$ cat src/rtl/nand_seq.sv
module nand_seq #(
  parameter int          TWB_CYC = 3,
  parameter logic [31:0] CFG_RST = 32'hFFFF_0011
) (
  input  logic        clk,
  input  logic        rst_n,
  input  logic        host_wr,
  input  logic [2:0]  host_addr,
  input  logic [31:0] host_wdata,
  output logic [31:0] host_rdata,
  output logic        nand_ce_n,
  output logic        nand_cle,
  output logic        nand_ale,
  output logic        nand_we_n,
  output logic        nand_re_n,
  output logic [7:0]  nand_io_out,
  output logic        nand_io_oe,
  input  logic [7:0]  nand_io_in,
  input  logic        nand_rb_n
);
  typedef enum logic [2:0] {S_IDLE, S_CMD1, S_ADDR, S_DATA, S_CMD2, S_WAIT} st_t;

  st_t         state, nx;
  logic [12:1] ctl;
  logic [15:0] op, a2, wcnt;
  logic [31:0] a1, cfg, resp, txw;
  logic [1:0]  isr, sub;
  logic [3:0]  tcnt;
  logic [2:0]  idx;

  wire busy     = state != S_IDLE;
  wire start    = host_wr && host_addr == 3'd0 && host_wdata[0] && !busy;
  wire rx       = ctl[4];
  wire [3:0] lo_w = (cfg[3:0] == 4'd0) ? 4'd1 : cfg[3:0];
  wire [3:0] hi_w = (cfg[7:4] == 4'd0) ? 4'd1 : cfg[7:4];
  wire [15:0] col = (cfg[8] && ctl[12:10] == 3'd5) ? {1'b0, a1[15:1]} : a1[15:0];
  wire [63:0] abytes = {24'd0, a2[7:0], a1[31:16], col};
  wire bus_st   = state inside {S_CMD1, S_ADDR, S_DATA, S_CMD2};
  wire rd_ph    = state == S_DATA && rx;
  wire strobe   = bus_st && sub == 2'd1;
  wire lo_end   = strobe && tcnt == lo_w - 4'd1;
  wire byte_end = bus_st && sub == 2'd2 && tcnt == hi_w - 4'd1;
  wire rb_ok    = wcnt >= 16'(TWB_CYC) && nand_rb_n;
  wire tmo      = state == S_WAIT && !rb_ok && wcnt == cfg[31:16];

  function automatic st_t after_addr(input logic [12:1] c);
    if (c[4] && c[3]) return S_CMD2;
    if (c[6] && (c[4] || c[5])) return S_DATA;
    if (c[3]) return S_CMD2;
    return S_IDLE;
  endfunction

  always_comb begin
    nx = state;
    if (start)
      nx = host_wdata[1] ? S_CMD1 : host_wdata[2] ? S_ADDR : after_addr(host_wdata[12:1]);
    else if (byte_end)
      case (state)
        S_CMD1: nx = ctl[2] ? S_ADDR : after_addr(ctl);
        S_ADDR: if (idx == ctl[12:10] - 3'd1) nx = after_addr(ctl);
        S_DATA: if (idx[1:0] == ctl[9:8]) nx = (ctl[5] && !rx && ctl[3]) ? S_CMD2 : S_IDLE;
        S_CMD2: nx = S_WAIT;
        default: ;
      endcase
    else if (state == S_WAIT) begin
      if (rb_ok) nx = (rx && ctl[6]) ? S_DATA : S_IDLE;
      else if (tmo) nx = S_IDLE;
    end
  end

  wire fin = (busy || start) && nx == S_IDLE && !tmo;

  always_ff @(posedge clk or negedge rst_n) begin
    if (!rst_n) begin
      state <= S_IDLE; ctl <= '0; op <= '0; a1 <= '0; a2 <= '0; cfg <= CFG_RST;
      resp <= '0; txw <= '0; isr <= '0; sub <= '0; tcnt <= '0; idx <= '0; wcnt <= '0;
    end else begin
      state <= nx;
      if (nx != state) begin
        idx <= '0; sub <= '0; tcnt <= '0; wcnt <= '0;
      end else if (bus_st) begin
        case (sub)
          2'd0: begin sub <= 2'd1; tcnt <= '0; end
          2'd1: if (lo_end) begin sub <= 2'd2; tcnt <= '0; end else tcnt <= tcnt + 4'd1;
          default: if (byte_end) begin sub <= 2'd0; tcnt <= '0; idx <= idx + 3'd1; end
                   else tcnt <= tcnt + 4'd1;
        endcase
      end else if (state == S_WAIT) wcnt <= wcnt + 16'd1;
      if (lo_end && rd_ph) resp[{idx[1:0], 3'b000} +: 8] <= nand_io_in;
      if (start) begin
        ctl <= host_wdata[12:1];
        if (host_wdata[4]) resp <= '0;
      end
      if (host_wr && !busy)
        case (host_addr)
          3'd1: op  <= host_wdata[15:0];
          3'd2: a1  <= host_wdata;
          3'd3: a2  <= host_wdata[15:0];
          3'd4: cfg <= host_wdata;
          3'd7: txw <= host_wdata;
          default: ;
        endcase
      if (host_wr && host_addr == 3'd6) isr <= isr & ~host_wdata[1:0];
      if (fin) isr[0] <= 1'b1;
      if (tmo) isr[1] <= 1'b1;
    end
  end

  assign nand_ce_n  = !busy;
  assign nand_cle   = state == S_CMD1 || state == S_CMD2;
  assign nand_ale   = state == S_ADDR;
  assign nand_we_n  = !(strobe && !rd_ph);
  assign nand_re_n  = !(strobe && rd_ph);
  assign nand_io_oe = bus_st && !rd_ph;

  always_comb
    case (state)
      S_CMD1:  nand_io_out = op[7:0];
      S_CMD2:  nand_io_out = op[15:8];
      S_ADDR:  nand_io_out = abytes[{idx, 3'b000} +: 8];
      default: nand_io_out = txw[{idx[1:0], 3'b000} +: 8];
    endcase

  always_comb
    case (host_addr)
      3'd0:    host_rdata = {19'd0, ctl, busy};
      3'd1:    host_rdata = {16'd0, op};
      3'd2:    host_rdata = a1;
      3'd3:    host_rdata = {16'd0, a2};
      3'd4:    host_rdata = cfg;
      3'd5:    host_rdata = {30'd0, busy, nand_rb_n};
      3'd6:    host_rdata = {30'd0, isr};
      default: host_rdata = resp;
    endcase
endmodule

$ cat config.mk
export PLATFORM = sky130hd
export DESIGN_NAME = nand_seq
export DESIGN_NICKNAME = d
export VERILOG_FILES = /design/src/rtl/nand_seq.sv
export SDC_FILE = /design/constraint.sdc
export NUM_CORES = 1
export LEC_CHECK = 0
export BUFFER_PORTS_ARGS = -buffer_cell sky130_fd_sc_hd__buf_2
export CAP_MARGIN = 20
export CELL_PAD_IN_SITES_DETAIL_PLACEMENT = 0
export CELL_PAD_IN_SITES_GLOBAL_PLACEMENT = 1
export CORE_MARGIN = 5
export CORE_UTILIZATION = 43
export CTS_CLUSTER_DIAMETER = 200
export DETAILED_ROUTE_END_ITERATION = 16
export HOLD_SLACK_MARGIN = 0.02
export PLACE_DENSITY_LB_ADDON = 0.1
export SKIP_LAST_GASP = 1
export SYNTH_ARGS = -nofsm -noshare
export SYNTH_HDL_FRONTEND = slang
export SYNTH_SLANG_ARGS = --single-unit
$ cat constraint.sdc
create_clock -name clk -period 2.6 [get_ports clk]
set_input_delay 0.52 -clock clk [delete_from_list [all_inputs] [get_ports clk]]
set_output_delay 0.52 -clock clk [all_outputs]
set_load 0.03 [all_outputs]
==> metrics, run 1 <==
status=finished, violations left; failing checks=negative setup slack; #FFs+latches synth=202; Yosys top cell by area=dfrtp_1; GP Congestion=0.914; antenna viol nets, final=0; final WL=37.9 mm; Clock Skew=0.0153 ns; Startpoint Class=flip-flop; crit share post-route=115%; row count=58; leakage=6.09 nW; layout cell share with drive strength beyond 1=40.4%; maximum level of the CTS H-tree=1; slowest cell delay on critical path=0.38 ns; antenna violations before repair=0; Switching Fraction=39.2%; core footprint=0.0253 mm2; Clk pwr share=21.3%; routed vias=9,129; CTS buffer count=23; crit path max-delay cell type=dfrtp_1; list of most frequent post-synthesis cells=dfrtp_1 (184), mux2_2 (132), nand2_1 (130); chip width=171 um; final slew viol count=0; drt first pass iters=5; worst path required time=2.08 ns; CP endpoint kind=output port; Die Y=171 um; IO Pins=93; Post-Synthesis Cells=1,067; worst ir drop on vdd=0.000835 V; Root Driver=clkbuf_16; PD cells=1160 mW/mm2; post-synthesis sequential area ratio=45.6%; largest net degree at the start of global routing=50; CTS Buffer Depth=3; final non-filler cell total=1,568; via/cell ratio=5.82; internal power=0.00983 W; final worst slack=-0.397 ns; Worst EP arrival=2.48 ns; Synthesis Warnings=0; final setup fails=35; Final #Nets=1,281; Comb power frac=42.7%; ANT cells=0; DRC Markers=0; f_max=334 MHz; Worst Max-Slew Pin Slew=0.554 ns; Sink Count=202; die area=0.0292 mm2; final hold vios=0; Buffers on Ports=92; Hold Crit Class=input pin to flip-flop; crit path time final=3.00 ns; Most used DFF post-synth=dfrtp_1; syn avg cell area=10.4 um2; Flop pwr share=36.0%; max_cap viols=0; EDFF count, synth=0; remaining global-route overflow=0; CTS tree=done; critical path class=flip-flop to output port; Critical Path, Cell by Cell=inv_2 -> ha_4 -> nand3_4 -> buf_12 -> mux2i_1 -> o31ai_1 -> a221oi_1 -> o311a_1 -> nor3_4 -> buf_6; synth-to-layout area growth=25.2%; 1st-iter DRT viols=786; clk_lat worst skew=0.52 ns; area share of the largest cell type after synthesis=41.4%; Slew HR=63.1%; worst-path fanout max=6; post-synthesis cell type count=70; clock slew at reported path FFs=0.06 ns; routed len/inst=24.2 um; Area contributors post-synth=dfrtp_1 (41%), mux2_2 (13%), nand2_1 (4.4%); RSZ-0062 raised after global routing=yes; net count after synthesis=1,126; post-DP HPWL=28.0 mm; total power=0.0162 W; fill cell count=2,308; dpl cells=1,510; switching pwr=0.00634 W; Syn Std Cell Area=0.0111 mm2; vias in the first global route=9,132; Initial Util=43.9%; fraction of registers with async set/reset=100%; gr usage total=25.7%; most common cell in the synthesized netlist=dfrtp_1; first-pass GRT wire length=57.1 mm
==> placed cells by master, fill, tap and decap left out, drive strengths merged, types with 4 or more instances in the layout <==
cell / n
mux4: 18
clkbuf: 32
nand3b: 4
nor3b: 6
dfstp: 18
a31oi: 5
nor2b: 11
and2: 6
a22oi: 31
and3: 6
nand3: 19
nand4: 45
dfrtp: 184
xor2: 11
nor2: 72
nor4: 7
a211oi: 4
clkinv: 7
xnor2: 33
ha: 12
a21oi: 82
inv: 17
o21ai: 60
mux2i: 19
o22ai: 4
buf: 198
mux2: 132
nor3: 12
bufinv: 4
nand2: 131
a221oi: 10
nand2b: 4
==> power groups by stage <==
stage          clock (W)  sequential [W]  combinational, W
6_report         0.00345         0.00582           0.00691
2_1_floorplan          0         0.00528           0.00439
3_3_place_gp           0         0.00578           0.00628
4_1_cts          0.00352         0.00579           0.00664
5_1_grt          0.00363         0.00598           0.00747
3_5_place_dp           0         0.00581           0.00636
==> layout make-up <==
cell class,count,area [um2],share of cell area [%]
inverters,16,60.1,0.431
repair buffers,204,1630,11.7
flip-flops and latches,202,5080,36.5
clock inverters,14,183,1.31
clock buffers,27,611,4.38
well taps,330,413,2.96
multi-input cells,775,5950,42.7
==> routing by layer <==
metal  part of all wire (%)  routed length [um]  track usage (%)
met2                     46               17600             40.4
met3                    6.3                2400             4.90
met4                    2.3                 861             5.41
met1                     45               17100             37.6
met5                      0                   0                0
==> critical path, delay by kind of cell (launching register included) <==
kind / cells / cell delay [ns]
compound gates: 3 / 0.70
flops: 1 / 0.38
mux: 1 / 0.11
buf+inv: 3 / 0.39
simple gates: 2 / 0.24
fa+ha+maj: 1 / 0.13
==> final timing paths <==
check,from,endpoint,slack (ns),cells past startpoint
worst max-delay path,ctl[11],nand_io_out[7],-0.40,10
worst min-delay path,host_wdata[24],a1[24],0.26,2
worst max register to register,ctl[10],sub[0],-0.11,11
worst min register to register,isr[1],isr[1],0.47,2
max in group asynchronous,rst_n,cfg[28],1.39,3
min in group asynchronous,rst_n,tcnt[0],0.53,2
==> per-stage QoR <==
stage	TNS (ns)	hold WS [ns]	util, %	cell area [um2]	setup WS (ns)
after global routing	-8.57	0.255	55.0	13900	-0.517
final	-4.37	0.262	55.0	13900	-0.397
after detailed placement	-0.255	0.461	49.9	12600	-0.0744
after global placement	-0.0714	0.463	49.9	12600	-0.0448
after CTS	-3.69	0.246	53.8	13600	-0.497
after floorplan	-0.332	0.224	-	11200	-0.0592
==> cells by family (layout without fill, tap and decap cells) <==
logic type,count (synthesis),after routing,synth area share (%)
compound gates,217,217,12.4
xor+xnor,45,45,3.68
fa+ha+maj,12,12,1.35
buf+inv,90,261,3.64
flops,202,202,45.6
mux,169,169,18.7
simple gates,332,332,14.6
==> state kept, by name, indices dropped and copies added, names as in the netlist <==
name	flops
state	3
a1	32
ctl	12
a2	16
tcnt	4
sub	2
resp	32
op	16
idx	3
wcnt	16
txw	32
isr	2
cfg	32
==> repair_timing <==
item / CTS / global route
gates resized for setup: 30 / 56
cloned: 1 / 4
pin swaps: 11 / 25
hold buffers: 1 / 0
setup buffers: 6 / 6
endpoints found under the hold margin: 39 / 0
endpoints found under the setup margin: 50 / 68
Note: power is estimated with default switching activity, not from simulation.
==> inputs of run 2 (changes only) <==
--- a/config.mk
+++ b/config.mk
@@ -10,11 +10,11 @@
 export CELL_PAD_IN_SITES_DETAIL_PLACEMENT = 0
 export CELL_PAD_IN_SITES_GLOBAL_PLACEMENT = 1
 export CORE_MARGIN = 5
-export CORE_UTILIZATION = 43
+export CORE_UTILIZATION = 40
 export CTS_CLUSTER_DIAMETER = 200
 export DETAILED_ROUTE_END_ITERATION = 16
 export HOLD_SLACK_MARGIN = 0.02
-export PLACE_DENSITY_LB_ADDON = 0.1
+export PLACE_DENSITY = 0.69
 export SKIP_LAST_GASP = 1
 export SYNTH_ARGS = -nofsm -noshare
 export SYNTH_HDL_FRONTEND = slang
==> run 2 against run 1 <==
The run still ends with negative setup slack left. Global-route usage down 1.7 points. Utilization down 3.5 points. Sequential power up 0.9%. Fmax up 0.44%. Power up 4.2%. Routed wire length up 0.44%. Critical path depth down 1. Clock skew up 0.018 ns. Combinational power up 4.9%. Via count up 0.85%. Largest power group unchanged. Highest routed layer is now met5.
==> metrics, run 2 (same netlist as run 1, synthesis figures left out) <==
synth-to-layout area growth=28.0%; maximum level of the CTS H-tree=1; max_cap viols=0; Crit Reg-Reg Startpoint=ctl[10]; commonest non-fill, non-tap cell in the layout=dfrtp_1; Core Util, Final=51.5%; Seq. cell area=0.00508 mm2; die area=0.0312 mm2; worst reg-to-reg path cell count=12; CTS buffer count=24; FF-to-FF setup slack=-0.11 ns; crit path max-delay cell type=dfrtp_1; CP endpoint kind=output port; CTS tree=done; hold buffer count at cts=0; Die Y=177 um; Initial Util=40.3%; DP Area=0.0127 mm2; crit path time final=2.98 ns; Critical Path, Cell by Cell=inv_2 -> ha_4 -> nand3_4 -> mux2i_1 -> o31ai_1 -> a221oi_2 -> o311a_1 -> nor3_4 -> buf_6; commonest cells after routing, fill and taps aside=dfrtp_1 (181), mux2_2 (131), nand2_1 (125); drt first pass iters=5; worst-path fanout max=5; final WL=38.1 mm; final setup fails=32; Clock Skew=0.0336 ns; CP delay by family, top=compound AO/OA/AOI/OAI gates; core footprint=0.0276 mm2; f_max=335 MHz; antenna viol nets, final=0; clk_lat worst skew=0.55 ns; Worst EP arrival=2.46 ns; 1st-iter DRT viols=722; layout cell share with drive strength beyond 1=41.2%; Buf/Inv on CP=2; Hold Crit Class=input pin to asynchronous set/reset pin; PD cells=1180 mW/mm2; routed len/inst=23.4 um; area taken by multi-input logic gates=0.00602 mm2; largest net degree at the start of global routing=67; Worst Max-Slew Pin Slew=0.649 ns; Buffers on Ports=92; Design Area, Final=0.0142 mm2; final worst slack=-0.384 ns; status=finished, violations left; CTS Buffer Depth=3; RSZ-0062 raised after global routing=yes; Startpoint Class=flip-flop; Final #Nets=1,290; row count=61; reg2reg end=idx[0]; antenna violations before repair=2; post-DP HPWL=28.0 mm; clock slew at reported path FFs=0.06 ns; vias in the first global route=9,261; ANT cells=0; Root Driver=clkbuf_16; leakage=6.25 nW; remaining global-route overflow=0; final hold vios=0; IO Pins=93; final slew viol count=0; chip width=177 um; first-pass GRT wire length=57.5 mm; worst path required time=2.08 ns; GP Congestion=0.944; routed vias=9,207; slowest cell delay on critical path=0.39 ns; Sink Count=202; via/cell ratio=5.66; failing checks=negative setup slack; critical path class=flip-flop to output port; gr usage total=24.1%; crit share post-route=115%; fill cell count=2,575; Slew HR=56.7%; DRC Markers=0; worst ir drop on vdd=0.00139 V
==> run 2: cell count changes in the layout (fill, tap and decap cells not counted), sizes merged <==
cell         before  now
buf             198  210
bufinv            4    5
clkbuf           32   33
clkinv            7    8
clkinvlp          2    1
dlygate4sd3       1    0
inv              17   15
==> run 2: worst max-delay path by stage <==
stage | slack [ns] | startpoint | to | cells after the start
floorplan | -0.06 | host_addr[1] | host_rdata[16] | 6
global placement | -0.06 | state[1] | resp[8] | 8
detailed placement | -0.11 | ctl[10] | sub[0] | 10
CTS | -0.46 | ctl[11] | nand_io_out[7] | 9
global route | -0.49 | ctl[11] | nand_io_out[5] | 11
finish | -0.38 | ctl[11] | nand_io_out[7] | 9
==> run 2: metal layers <==
layer,global-route usage [%],share of wire (%),vias up
met2,39.2,48,285
met4,5.74,2.4,4
met3,3.80,5.7,61
met5,0,0.037,-
met1,33.9,44,4658
li1,-,-,4199
==> run 2: timing repair <==
item / CTS / global route
resized for setup: 46 / 66
hold endpoints to repair: 0 / 0
setup buffers: 15 / 8
pin swaps: 22 / 27
cloned: 2 / 1
setup endpoints to repair: 69 / 70
==> run 2: where the power goes <==
part           switching (W)  internal (W)  total [W]
Combinational        0.00383       0.00342    0.00725
Sequential           0.00130       0.00457    0.00587
Clock                0.00144       0.00230    0.00374
Total                0.00657        0.0103     0.0169
==> run 2: layout make-up <==
cell class / instances / area share, %
Inverter: 16 / 0.439
Tap cell: 378 / 3.32
Clock buffer: 31 / 4.61
Sequential cell: 202 / 35.7
Multi-Input combinational cell: 775 / 42.3
Timing Repair Buffer: 212 / 12.1
Clock inverter: 13 / 1.56
==> run 2: through the flow <==
stage	setup slack [ns]	hold WS (ns)	TNS [ns]	power, W	cells
6_report	-0.384	0.00601	-4.54	0.0169	1627
5_1_grt	-0.486	0.0514	-6.83	0.0177	1627
4_1_cts	-0.460	0.0207	-3.46	0.0163	1620
3_5_place_dp	-0.112	0.464	-2.80	0.0122	1559
3_3_place_gp	-0.0623	0.454	-1.39	0.0120	1559
2_1_floorplan	-0.0592	0.224	-0.332	0.00968	1067
==> inputs of run 3 (changes only) <==
==> constraint.sdc (replaced) <==
create_clock -name clk -period 2.5 [get_ports clk]
set_input_delay 0.5 -clock clk [delete_from_list [all_inputs] [get_ports clk]]
set_output_delay 0.5 -clock clk [all_outputs]
set_load 0.03 [all_outputs]
==> run 3 against run 2 <==
The flow still finishes with violations (negative setup slack). Via count increased by 0.22%. Global-route usage is 0.58 points lower. Critical path type unchanged. Setup slack lost 0.067 ns. Largest cell class unchanged. Die area stayed put. Clock power is 13% lower.
==> metrics, run 3 (same netlist as run 1, synthesis figures left out) <==
status=finished, violations left; failing checks=negative setup slack; via/cell ratio=5.65; CTS Buffer Depth=3; Core Util, Final=52.3%; crit path time final=2.95 ns; Buf/Inv on CP=2; routed vias=9,227; Final #Nets=1,297; commonest non-fill, non-tap cell in the layout=dfrtp_1; vias in the first global route=9,262; CP endpoint kind=output port; PD cells=1180 mW/mm2; antenna violations before repair=1; fill cell count=2,559; crit share post-route=118%; routed len/inst=23.1 um; remaining global-route overflow=0; clk_lat worst skew=0.53 ns; GP Congestion=0.943; Post-Route Setup TNS=-5.67 ns; Slew HR=65.1%; die area=0.0312 mm2; row count=61; worst ir drop on vdd=0.00168 V; final WL=37.7 mm; Hold Crit Class=input pin to flip-flop; final worst slack=-0.451 ns; Crit path top cell by count=buf_6; largest net degree at the start of global routing=54; Fin Hold WS=0.254 ns; Startpoint Class=flip-flop; area taken by multi-input logic gates=0.00625 mm2; Initial Util=40.3%; f_max=339 MHz; 1st-iter DRT viols=636; Critical Path, Cell by Cell=buf_6 -> nor2b_1 -> a22oi_1 -> o31ai_1 -> a221oi_1 -> o311a_1 -> nor3_4 -> buf_6; leakage=6.21 nW; final setup fails=40; drt first pass iters=5; worst-path fanout max=18; final hold vios=0; crit path max-delay cell type=dfrtp_1; CP delay by family, top=compound AO/OA/AOI/OAI gates; gr usage total=23.5%; synth-to-layout area growth=29.9%; antenna viol nets, final=0; post-DP HPWL=27.9 mm; max_cap viols=0; CTS buffer count=23; IO Pins=93; Worst EP arrival=2.45 ns; RSZ-0062 raised after global routing=yes; clock slew at reported path FFs=0.06 ns; layout cell share with drive strength beyond 1=46.3%; critical path class=flip-flop to output port; Die Y=177 um; Root Driver=clkbuf_16; slowest cell delay on critical path=0.43 ns; maximum level of the CTS H-tree=1; DRC Markers=0; core footprint=0.0276 mm2; Seq. cell area=0.00508 mm2; Worst Max-Slew Pin Slew=0.524 ns; Buffers on Ports=92; ANT cells=0; first-pass GRT wire length=56.2 mm; commonest cells after routing, fill and taps aside=dfrtp_1 (181), mux2_2 (131), nand2_1 (94); CTS tree=done; Clock Skew=0.0177 ns; total power=0.0171 W; chip width=177 um; final slew viol count=0; Sink Count=202; worst path required time=2.00 ns
-- run 3: layout make-up --
class / count / area share, %
Multi-Input combinational cell: 775 / 43.2
Sequential cell: 202 / 35.2
Timing Repair Buffer: 220 / 12.8
Clock buffer: 30 / 4.51
Tap cell: 378 / 3.27
Clock inverter: 12 / 0.545
Inverter: 16 / 0.442
-- run 3: worst paths after layout --
| kind | from | end | slack (ns) | depth (start not counted) |
|---|---|---|---|---|
| setup / recovery | idx[2] | nand_io_out[7] | -0.45 | 8 |
| hold / removal | host_wdata[27] | a1[27] | 0.25 | 2 |
| setup reg to reg | ctl[10] | wcnt[15] | -0.11 | 10 |
| hold reg to reg | ctl[1] | ctl[1] | 0.47 | 2 |
| max in group asynchronous | rst_n | cfg[22] | 1.29 | 3 |
| min in group asynchronous | rst_n | tcnt[3] | 0.52 | 2 |
-- run 3: timing repair --
| item | in CTS | in global routing |
|---|---|---|
| hold endpoints to repair | 46 | 0 |
| hold buffers | 1 | 0 |
| gates cloned | 0 | 6 |
| endpoints found under the setup margin | 70 | 103 |
| resized for setup | 69 | 121 |
| pin swaps | 26 | 70 |
| buffers inserted | 9 | 5 |
-- run 3: layer usage --
metal	vias to the layer above	wire length (um)	share of wire [%]	GRT usage [%]
met5	-	0	0	0
met4	0	1510	4.0	8.58
met3	74	2480	6.6	4.70
met2	292	17600	47	37.3
met1	4638	16100	43	32.1
li1	4223	-	-	-
-- run 3: metrics by stage --
step | setup slack (ns) | cells | cell area [um2]
3_5_place_dp | -0.180 | 1572 | 12800
3_3_place_gp | -0.149 | 1572 | 12800
2_1_floorplan | -0.119 | 1067 | 11200
5_1_grt | -0.564 | 1633 | 14500
6_report | -0.451 | 1633 | 14500
4_1_cts | -0.543 | 1623 | 13900
-- run 3: report_power, final --
group | internal [W] | switching, W
Sequential | 0.00475 | 0.00141
Clock | 0.00185 | 0.00142
Combinational | 0.00371 | 0.00397
Total | 0.0103 | 0.00680
